**src/rtl/seg_pkg.sv**
```systemverilog
package seg_pkg;
  localparam int NUM_SEGS  = 4;
  localparam int SEG_SEL_W = 2;

  typedef enum logic [SEG_SEL_W-1:0] {
    SEG_CODE  = 2'b00,
    SEG_DATA  = 2'b01,
    SEG_EXTRA = 2'b10,
    SEG_STACK = 2'b11
  } seg_id_e;

  typedef enum logic [1:0] {
    ACC_FETCH    = 2'b00,
    ACC_STACK    = 2'b01,
    ACC_DATA     = 2'b10,
    ACC_DATA_ALT = 2'b11
  } acc_kind_e;
endpackage

```
**src/rtl/seg_regfile.sv**
```systemverilog
module seg_regfile import seg_pkg::*; #(
  parameter int SEG_W = 16
) (
  input  logic                               clk,
  input  logic                               rst_n,
  input  logic                               wr_en,
  input  logic [SEG_SEL_W-1:0]               wr_sel,
  input  logic [SEG_W-1:0]                   wr_data,
  output logic [NUM_SEGS-1:0][SEG_W-1:0]     seg_q
);
  for (genvar g = 0; g < NUM_SEGS; g++) begin : g_seg
    always_ff @(posedge clk) begin
      if (!rst_n) begin
        seg_q[g] <= '0;
      end else if (wr_en && (wr_sel == SEG_SEL_W'(g))) begin
        seg_q[g] <= wr_data;
      end
    end
  end
endmodule

```
**src/rtl/seg_select.sv**
```systemverilog
module seg_select import seg_pkg::*; #(
  parameter int SEG_W = 16
) (
  input  logic [1:0]                         kind,
  input  logic                               ovr_en,
  input  logic [SEG_SEL_W-1:0]               ovr_sel,
  input  logic [NUM_SEGS-1:0][SEG_W-1:0]     seg_q,
  output logic [SEG_W-1:0]                   seg_val
);
  seg_id_e idx;

  always_comb begin
    unique case (acc_kind_e'(kind))
      ACC_FETCH: idx = SEG_CODE;
      ACC_STACK: idx = ovr_en ? seg_id_e'(ovr_sel) : SEG_STACK;
      default:   idx = ovr_en ? seg_id_e'(ovr_sel) : SEG_DATA;
    endcase
  end

  assign seg_val = seg_q[idx];
endmodule

```
**src/rtl/phys_adder.sv**
```systemverilog
module phys_adder #(
  parameter int SEG_W     = 16,
  parameter int OFF_W     = 16,
  parameter int SEG_SHIFT = 4
) (
  input  logic [SEG_W-1:0]           seg_val,
  input  logic [OFF_W-1:0]           offset,
  output logic [SEG_W+SEG_SHIFT-1:0] addr
);
  localparam int ADDR_W = SEG_W + SEG_SHIFT;

  logic [ADDR_W-1:0] base;
  logic [ADDR_W-1:0] off_ext;

  assign base    = {seg_val, {SEG_SHIFT{1'b0}}};
  assign off_ext = ADDR_W'(offset);
  // Sum kept at ADDR_W bits: the top carry is dropped and the address wraps.
  assign addr    = base + off_ext;
endmodule

```
**src/rtl/bank_decode.sv**
```systemverilog
module bank_decode (
  input  logic addr_lsb,
  input  logic is_word,
  output logic even_en,
  output logic odd_en,
  output logic misalign
);
  always_comb begin
    even_en  = 1'b0;
    odd_en   = 1'b0;
    misalign = 1'b0;
    unique case ({is_word, addr_lsb})
      2'b00: even_en = 1'b1;
      2'b01: odd_en  = 1'b1;
      2'b10: begin
        even_en = 1'b1;
        odd_en  = 1'b1;
      end
      default: misalign = 1'b1;
    endcase
  end
endmodule

```
**src/rtl/seg_addr_gen.sv**
```systemverilog
module seg_addr_gen import seg_pkg::*; #(
  parameter int SEG_W     = 16,
  parameter int OFF_W     = 16,
  parameter int SEG_SHIFT = 4
) (
  input  logic                       clk,
  input  logic                       rst_n,
  input  logic                       seg_wr_en,
  input  logic [1:0]                 seg_wr_sel,
  input  logic [SEG_W-1:0]           seg_wr_data,
  input  logic                       req_valid,
  output logic                       req_ready,
  input  logic [1:0]                 req_kind,
  input  logic                       req_ovr_en,
  input  logic [1:0]                 req_ovr_sel,
  input  logic                       req_word,
  input  logic [OFF_W-1:0]           req_offset,
  output logic                       out_valid,
  input  logic                       out_ready,
  output logic [SEG_W+SEG_SHIFT-1:0] out_addr,
  output logic                       out_even_en,
  output logic                       out_odd_en,
  output logic                       out_misalign
);
  localparam int ADDR_W = SEG_W + SEG_SHIFT;

  logic [NUM_SEGS-1:0][SEG_W-1:0] seg_q;
  logic [SEG_W-1:0]               seg_val;
  logic [ADDR_W-1:0]              phys;
  logic                           even_c;
  logic                           odd_c;
  logic                           mis_c;
  logic                           accept;

  seg_regfile #(.SEG_W(SEG_W)) u_regs (
    .clk     (clk),
    .rst_n   (rst_n),
    .wr_en   (seg_wr_en),
    .wr_sel  (seg_wr_sel),
    .wr_data (seg_wr_data),
    .seg_q   (seg_q)
  );

  seg_select #(.SEG_W(SEG_W)) u_sel (
    .kind    (req_kind),
    .ovr_en  (req_ovr_en),
    .ovr_sel (req_ovr_sel),
    .seg_q   (seg_q),
    .seg_val (seg_val)
  );

  phys_adder #(.SEG_W(SEG_W), .OFF_W(OFF_W), .SEG_SHIFT(SEG_SHIFT)) u_add (
    .seg_val (seg_val),
    .offset  (req_offset),
    .addr    (phys)
  );

  bank_decode u_bank (
    .addr_lsb (phys[0]),
    .is_word  (req_word),
    .even_en  (even_c),
    .odd_en   (odd_c),
    .misalign (mis_c)
  );

  assign req_ready = !out_valid || out_ready;
  assign accept    = req_valid && req_ready;

  always_ff @(posedge clk) begin
    if (!rst_n) begin
      out_valid    <= 1'b0;
      out_addr     <= '0;
      out_even_en  <= 1'b0;
      out_odd_en   <= 1'b0;
      out_misalign <= 1'b0;
    end else begin
      if (req_ready) begin
        out_valid <= req_valid;
      end
      if (accept) begin
        out_addr     <= phys;
        out_even_en  <= even_c;
        out_odd_en   <= odd_c;
        out_misalign <= mis_c;
      end
    end
  end
endmodule

```
**config.mk**
```make
export PLATFORM = sky130hd
export DESIGN_NAME = seg_addr_gen
export DESIGN_NICKNAME = d
export VERILOG_FILES = /design/src/rtl/seg_pkg.sv /design/src/rtl/seg_regfile.sv /design/src/rtl/seg_select.sv /design/src/rtl/phys_adder.sv /design/src/rtl/bank_decode.sv /design/src/rtl/seg_addr_gen.sv
export SDC_FILE = /design/constraint.sdc
export NUM_CORES = 1
export LEC_CHECK = 0
export BUFFER_PORTS_ARGS = -buffer_cell sky130_fd_sc_hd__buf_2
export CORE_MARGIN = 4
export CORE_UTILIZATION = 40
export DETAILED_ROUTE_END_ITERATION = 16
export SETUP_SLACK_MARGIN = 0.4
export SLEW_MARGIN = 25
export SYNTH_ARGS = -nofsm -noshare
export SYNTH_HDL_FRONTEND = slang
export SYNTH_SLANG_ARGS = --single-unit
export TNS_END_PERCENT = 10
```
**constraint.sdc**
```tcl
create_clock -name clk -period 9.8 [get_ports clk]
set_input_delay 2.94 -clock clk [delete_from_list [all_inputs] [get_ports clk]]
set_output_delay 2.94 -clock clk [all_outputs]
set_load 0.02 [all_outputs]
```
==> flow_summary.yaml, run 1 <==
clocking:
  h-tree-depth: 3
  cts-root-buf: "clkbuf_8"
  insertion_delay_ns: 0.37
  cts_tree: "built"
  numCtsBuffers: 9
  post_cts_resize_count: 0
  clkTransAtPathRegs_ns: 0.08
  numClockSinks: 88
  clock_tree.buffer_depth: 2
  postCtsSetupRepairBufs: 0
  hold_buffers: 0
die:
  num_rows: 37
  start_util_pct: 41.7
  dieArea_sq_um: 12600
  core-area_sq_um: 10500
  ios: 70
  die_w_um: 112
  dieHeight_um: 112
drt:
  drt-initial-drc-count: 245
  routed_wl_mm: 11.0
  ant_nets: 0
  drt-pass1-iter-count: 4
  drcViolationCount: 0
  wl_per_cell_um: 14.9
  num_vias: 3808
  avgViaCountPerCell: 5.17
cells_and_area:
  instances_no_fill: 736
  num-nets-final: 658
  diodes: 0
  drive_gt1_share_pct: 16.8
  area_growth_pct: 14.1
  n_fill_cell: 1096
global_route:
  grt_pass1_wl_mm: 18.0
  globalRouteOverflowTotal: 0
  track_usage_pct: 17.7
  antenna_found_initial: 0
  grt_pass1_vias: 3742
  grt_max_degree: 90
run:
  maxCapViolations: 0
worst_hold_path:
  whs_path_depth: 2
  hp-class: "reg2reg"
  hold-path-endpoint: "u_regs.seg_q[14]"
  hold_start: "u_regs.seg_q[14]"
timing:
  slew_headroom_pct: 42.1
  worst_slew_pin_slew_ns: 0.865
  setup_viol_count_final: 0
  fin_crit_ns: 6.31
  slew_violations: 0
  setup_tns_ns: 0
  finClkSkew_ns: 0.00656
  clock.fmax_ghz: 0.159
  hold_viol_final: 0
  rsz0062_at_grt: "false"
  period_share_pct: 64.4
critical_path:
  r2r_end: "out_addr[18]"
  timing.critical_path.arrival_ns: 3.37
  crit_type: "in2out"
  start_kind: "input pin"
  cp-end-kind: "output port"
  reg2reg_from: "u_regs.seg_q[0]"
  r2r_slack_ns: 6.93
  reg2reg_depth: 12
  cpMostUsedCell: "buf_2"
  crit_buf_inv: 2
  crit_fanout: 4
  cpPeakStageDelay_ns: 0.17
  crit_slowest_cell: "buf_2"
  worstPathRequired_ns: 6.86
  crit_family: "buffers and inverters"
  critPathLaunch: "out_ready"
  crit_path_cell_trace: "buf_2 -> nand2b_1 -> buf_2"
synth:
  synth_fp_nets: 608
  yosysUniqueCellTypes: 43
  seq_area_frac_synth_pct: 40.4
  synthFlopType: "dfxtp_1"
  ys_seq_elements: 88
  synth_area_leaders: "dfxtp_1 (40%), nand2_1 (16%), a21boi_0 (12%), ha_1 (4.6%), clkbuf_1 (2.7%)"
  synth_most_common_cell: "nand2_1"
  synth_top_area_share_pct: 40.4
  synth-edff-count: 0
  avgSynthCellArea_sq_um: 7.98
  synth_top_area_cell: "dfxtp_1"
  syn_inst: 546
  ys_async_sr_fraction_pct: 0
  synth_commonest_cells: "nand2_1 (186), dfxtp_1 (88), a21boi_0 (70)"
  yosys_warnings: 0
  syn-cell-area_sq_um: 4360
place:
  portBuffers: 69
  place_inst: 721
  dpl.hpwl_mm: 7.36
  gp_routability_congestion: 0.756
power:
  p_leak_nw: 1.95
  ir_worst_vdd_v: 0.0000720
  p_per_area_nw_per_um2: 161
run_status:
  outcome: "complete, no violations"
==> routing by layer <==
layer	vias to the layer above	routed length [um]	GRT usage [%]
met5	-	0	0
met2	90	5290	30.2
met3	17	501	3.94
met1	1766	4990	21.7
met4	0	204	6.73
li1	1935	-	-
==> cell type report <==
cell class	count	area (sq um)	area share (%)
Clock buffer	11	131	2.64
Timing Repair Buffer	74	383	7.70
Tap cell	136	170	3.42
Inverter	5	18.8	0.377
Clock inverter	4	70.1	1.41
Sequential cell	88	1760	35.4
Multi-Input combinational cell	418	2440	49.0
==> through the flow <==
stage                     hold WS [ns]  utilization (%)  instance area, sq um  total power [mW]  worst slack [ns]
after floorplan                  0.434                -                  4360             0.493              3.68
after global placement           0.442             45.6                  4770             0.536              3.50
after detailed placement         0.444             45.6                  4770             0.539              3.49
after CTS                        0.456             47.5                  4970             0.806              3.49
after global routing             0.478             47.5                  4970             0.839              3.47
final                            0.457             47.5                  4970             0.799              3.49
==> sequential cells by signal (all words and copies together), names as in the netlist <==
name	count
out_misalign	1
out_valid	1
out_odd_en	1
out_even_en	1
out_addr	20
u_regs.seg_q	64
==> layout by cell type (no fill, tap or decap), drive strengths merged, types with 4 or more instances in the layout <==
cell,Yosys,routed
clkbuf,31,11
a31oi,15,15
a21boi,73,73
ha,16,16
nand3,6,6
inv,5,5
o21ai,16,16
buf,4,74
nand2,186,186
a21o,5,5
nor2,7,7
mux2i,6,6
and3,4,4
xor2,7,7
dfxtp,88,88
a21oi,15,15
a211oi,13,13
xnor2,6,6
and2,20,20
==> worst max path at each step <==
stage / end / slack (ns) / depth (start not counted)
after CTS: req_ready / 3.49 / 3
after global placement: req_ready / 3.50 / 3
final: req_ready / 3.49 / 3
after detailed placement: req_ready / 3.49 / 3
after floorplan: req_ready / 3.68 / 1
after global routing: req_ready / 3.47 / 3
==> cells by family (layout without fill, tap and decap cells) <==
| kind of cell | after synthesis | count (layout) | synth area share [%] |
|---|---|---|---|
| AND/OR/NAND/NOR | 236 | 236 | 23.0 |
| buffers and inverters | 40 | 94 | 3.82 |
| flip-flops | 88 | 88 | 40.4 |
| adder cells (fa/ha/maj) | 17 | 17 | 5.05 |
| multiplexers | 9 | 9 | 2.24 |
| AO/OA/AOI/OAI | 143 | 143 | 22.8 |
| XOR/XNOR | 13 | 13 | 2.61 |
==> worst register-to-register path, delay by kind of cell, from the launching register on <==
family                     cells  cell delay [ns]
AOI/OAI and AO/OA              7             1.38
xor gates and xnor gates       1             0.17
adders and majority gates      2             0.64
DFF                            1             0.31
and+or+nand+nor                2             0.24
==> where the power goes <==
part | switching, mW | internal (mW) | leakage (nW)
sequential | 0.00846 | 0.375 | 0.718
combinational | 0.0893 | 0.0572 | 1.13
clock | 0.127 | 0.142 | 0.103
total | 0.225 | 0.574 | 1.95
No activity file was read; power rests on OpenSTA's default activity.
==> inputs of run 2 (changes only) <==
- clock period: 9.8 -> 6 ns (I/O delays scaled with it)
==> flow_summary.yaml, run 2 (same netlist as run 1, synthesis figures left out) <==
die:
  ios: 70
  core-area_sq_um: 10500
  die_w_um: 112
  dieArea_sq_um: 12600
  start_util_pct: 41.7
  num_rows: 37
  dieHeight_um: 112
place:
  dpl.hpwl_mm: 7.37
  dp_worst_setup_slack_ns: 0.886
  portBuffers: 69
  place_inst: 722
  gp_routability_congestion: 0.767
cells_and_area:
  n_fill_cell: 1057
  final_cell_mix: "nand2_1 (186), dfxtp_1 (88), a21boi_0 (70)"
  num-nets-final: 659
  top_register: "u_regs.seg_q"
  largest_reg_flops: 64
  instances_no_fill: 737
  top_regs: "u_regs.seg_q x64, out_addr x20"
  drive_gt1_share_pct: 17.1
  diodes: 0
  area_growth_pct: 14.8
  final_common_cell: "nand2_1"
clocking:
  post_cts_resize_count: 0
  numCtsBuffers: 9
  postCtsSetupRepairBufs: 0
  insertion_delay_ns: 0.35
  cts-root-buf: "clkbuf_8"
  numClockSinks: 88
  clkTransAtPathRegs_ns: 0.09
  h-tree-depth: 3
  clock_tree.buffer_depth: 2
  cts_tree: "built"
  hold_buffers: 0
drt:
  num_vias: 3752
  drt-pass1-iter-count: 4
  avgViaCountPerCell: 5.09
  drcViolationCount: 0
  wl_per_cell_um: 14.6
  ant_nets: 0
  routed_wl_mm: 10.7
  drt-initial-drc-count: 208
timing:
  rsz0062_at_grt: "false"
  slew_violations: 0
  period_share_pct: 78.9
  setup_tns_ns: 0
  setup_viol_count_final: 0
  worst_slew_pin_slew_ns: 0.835
  hold_viol_final: 0
  finClkSkew_ns: 0.0148
  slew_headroom_pct: 44.2
  clock.fmax_ghz: 0.211
  fin_crit_ns: 4.73
  finalWorstSetupSlack_ns: 1.27
power:
  p_per_area_nw_per_um2: 263
  ir_worst_vdd_v: 0.000135
  p_leak_nw: 1.97
global_route:
  track_usage_pct: 16.9
  grt_pass1_vias: 3577
  globalRouteOverflowTotal: 0
  grt_max_degree: 90
  antenna_found_initial: 0
  grt_pass1_wl_mm: 17.5
critical_path:
  crit_fanout: 29
  start_kind: "input pin"
  worstPathRequired_ns: 6.22
  crit_type: "in2reg"
  timing.critical_path.arrival_ns: 4.96
  cp-end-kind: "flop"
run:
  maxCapViolations: 0
run_status:
  outcome: "complete, no violations"
worst_hold_path:
  hp-class: "reg2reg"
[run 2: area by class of cell]
class                      instances  area [sq um]  area share, %
inverter                           5          18.8          0.375
multi-input combinational        418          2450           48.9
sequential                        88          1760           35.2
timing repair buffer              75           390           7.80
clock buffer                      11           141           2.82
clock inverter                     4          77.6           1.55
tap                              136           170           3.40
[run 2: power by group]
group / total, mW / internal, mW / switching, mW
clock network: 0.454 / 0.246 / 0.208
logic: 0.239 / 0.0944 / 0.144
registers: 0.626 / 0.613 / 0.0136
[run 2: through the flow]
stage | total power, mW | hold slack [ns] | util [%] | cell area (sq um)
floorplan | 0.804 | 0.434 | - | 4360
global placement | 0.875 | 0.443 | 45.7 | 4780
detailed placement | 0.881 | 0.445 | 45.8 | 4790
CTS | 1.33 | 0.458 | 47.8 | 5010
global route | 1.39 | 0.485 | 47.8 | 5010
finish | 1.32 | 0.459 | 47.8 | 5010
[run 2: path summary, 6_finish.rpt]
path,cells after the start,from,end,slack [ns]
max,15,req_ovr_sel[0],out_addr[18],1.27
min,2,u_regs.seg_q[12],u_regs.seg_q[12],0.46
max reg2reg,12,u_regs.seg_q[0],out_addr[18],3.08
min reg2reg,2,u_regs.seg_q[12],u_regs.seg_q[12],0.46
[run 2: metal layers]
| layer | vias to the layer above | part of all wire [%] | GRT usage [%] |
|---|---|---|---|
| li1 | 1946 | - | - |
| met1 | 1711 | 48 | 22.1 |
| met2 | 85 | 46 | 28.1 |
| met3 | 10 | 4.8 | 3.34 |
| met4 | 0 | 1.4 | 5.69 |
| met5 | - | 0 | 0 |
[run 2: critical path, stage by stage]
cell and delay (ns):
buf_2 0.07, inv_1 0.06, a21o_2 0.41, and2_0 0.24, a211oi_1 0.22, a31oi_1 0.09
ha_1 0.24, fa_1 0.40, a21o_1 0.20, a221oi_2 0.36, o211ai_1 0.20, a31oi_1 0.30
nor3_1 0.11, xor2_1 0.16, a21oi_1 0.08
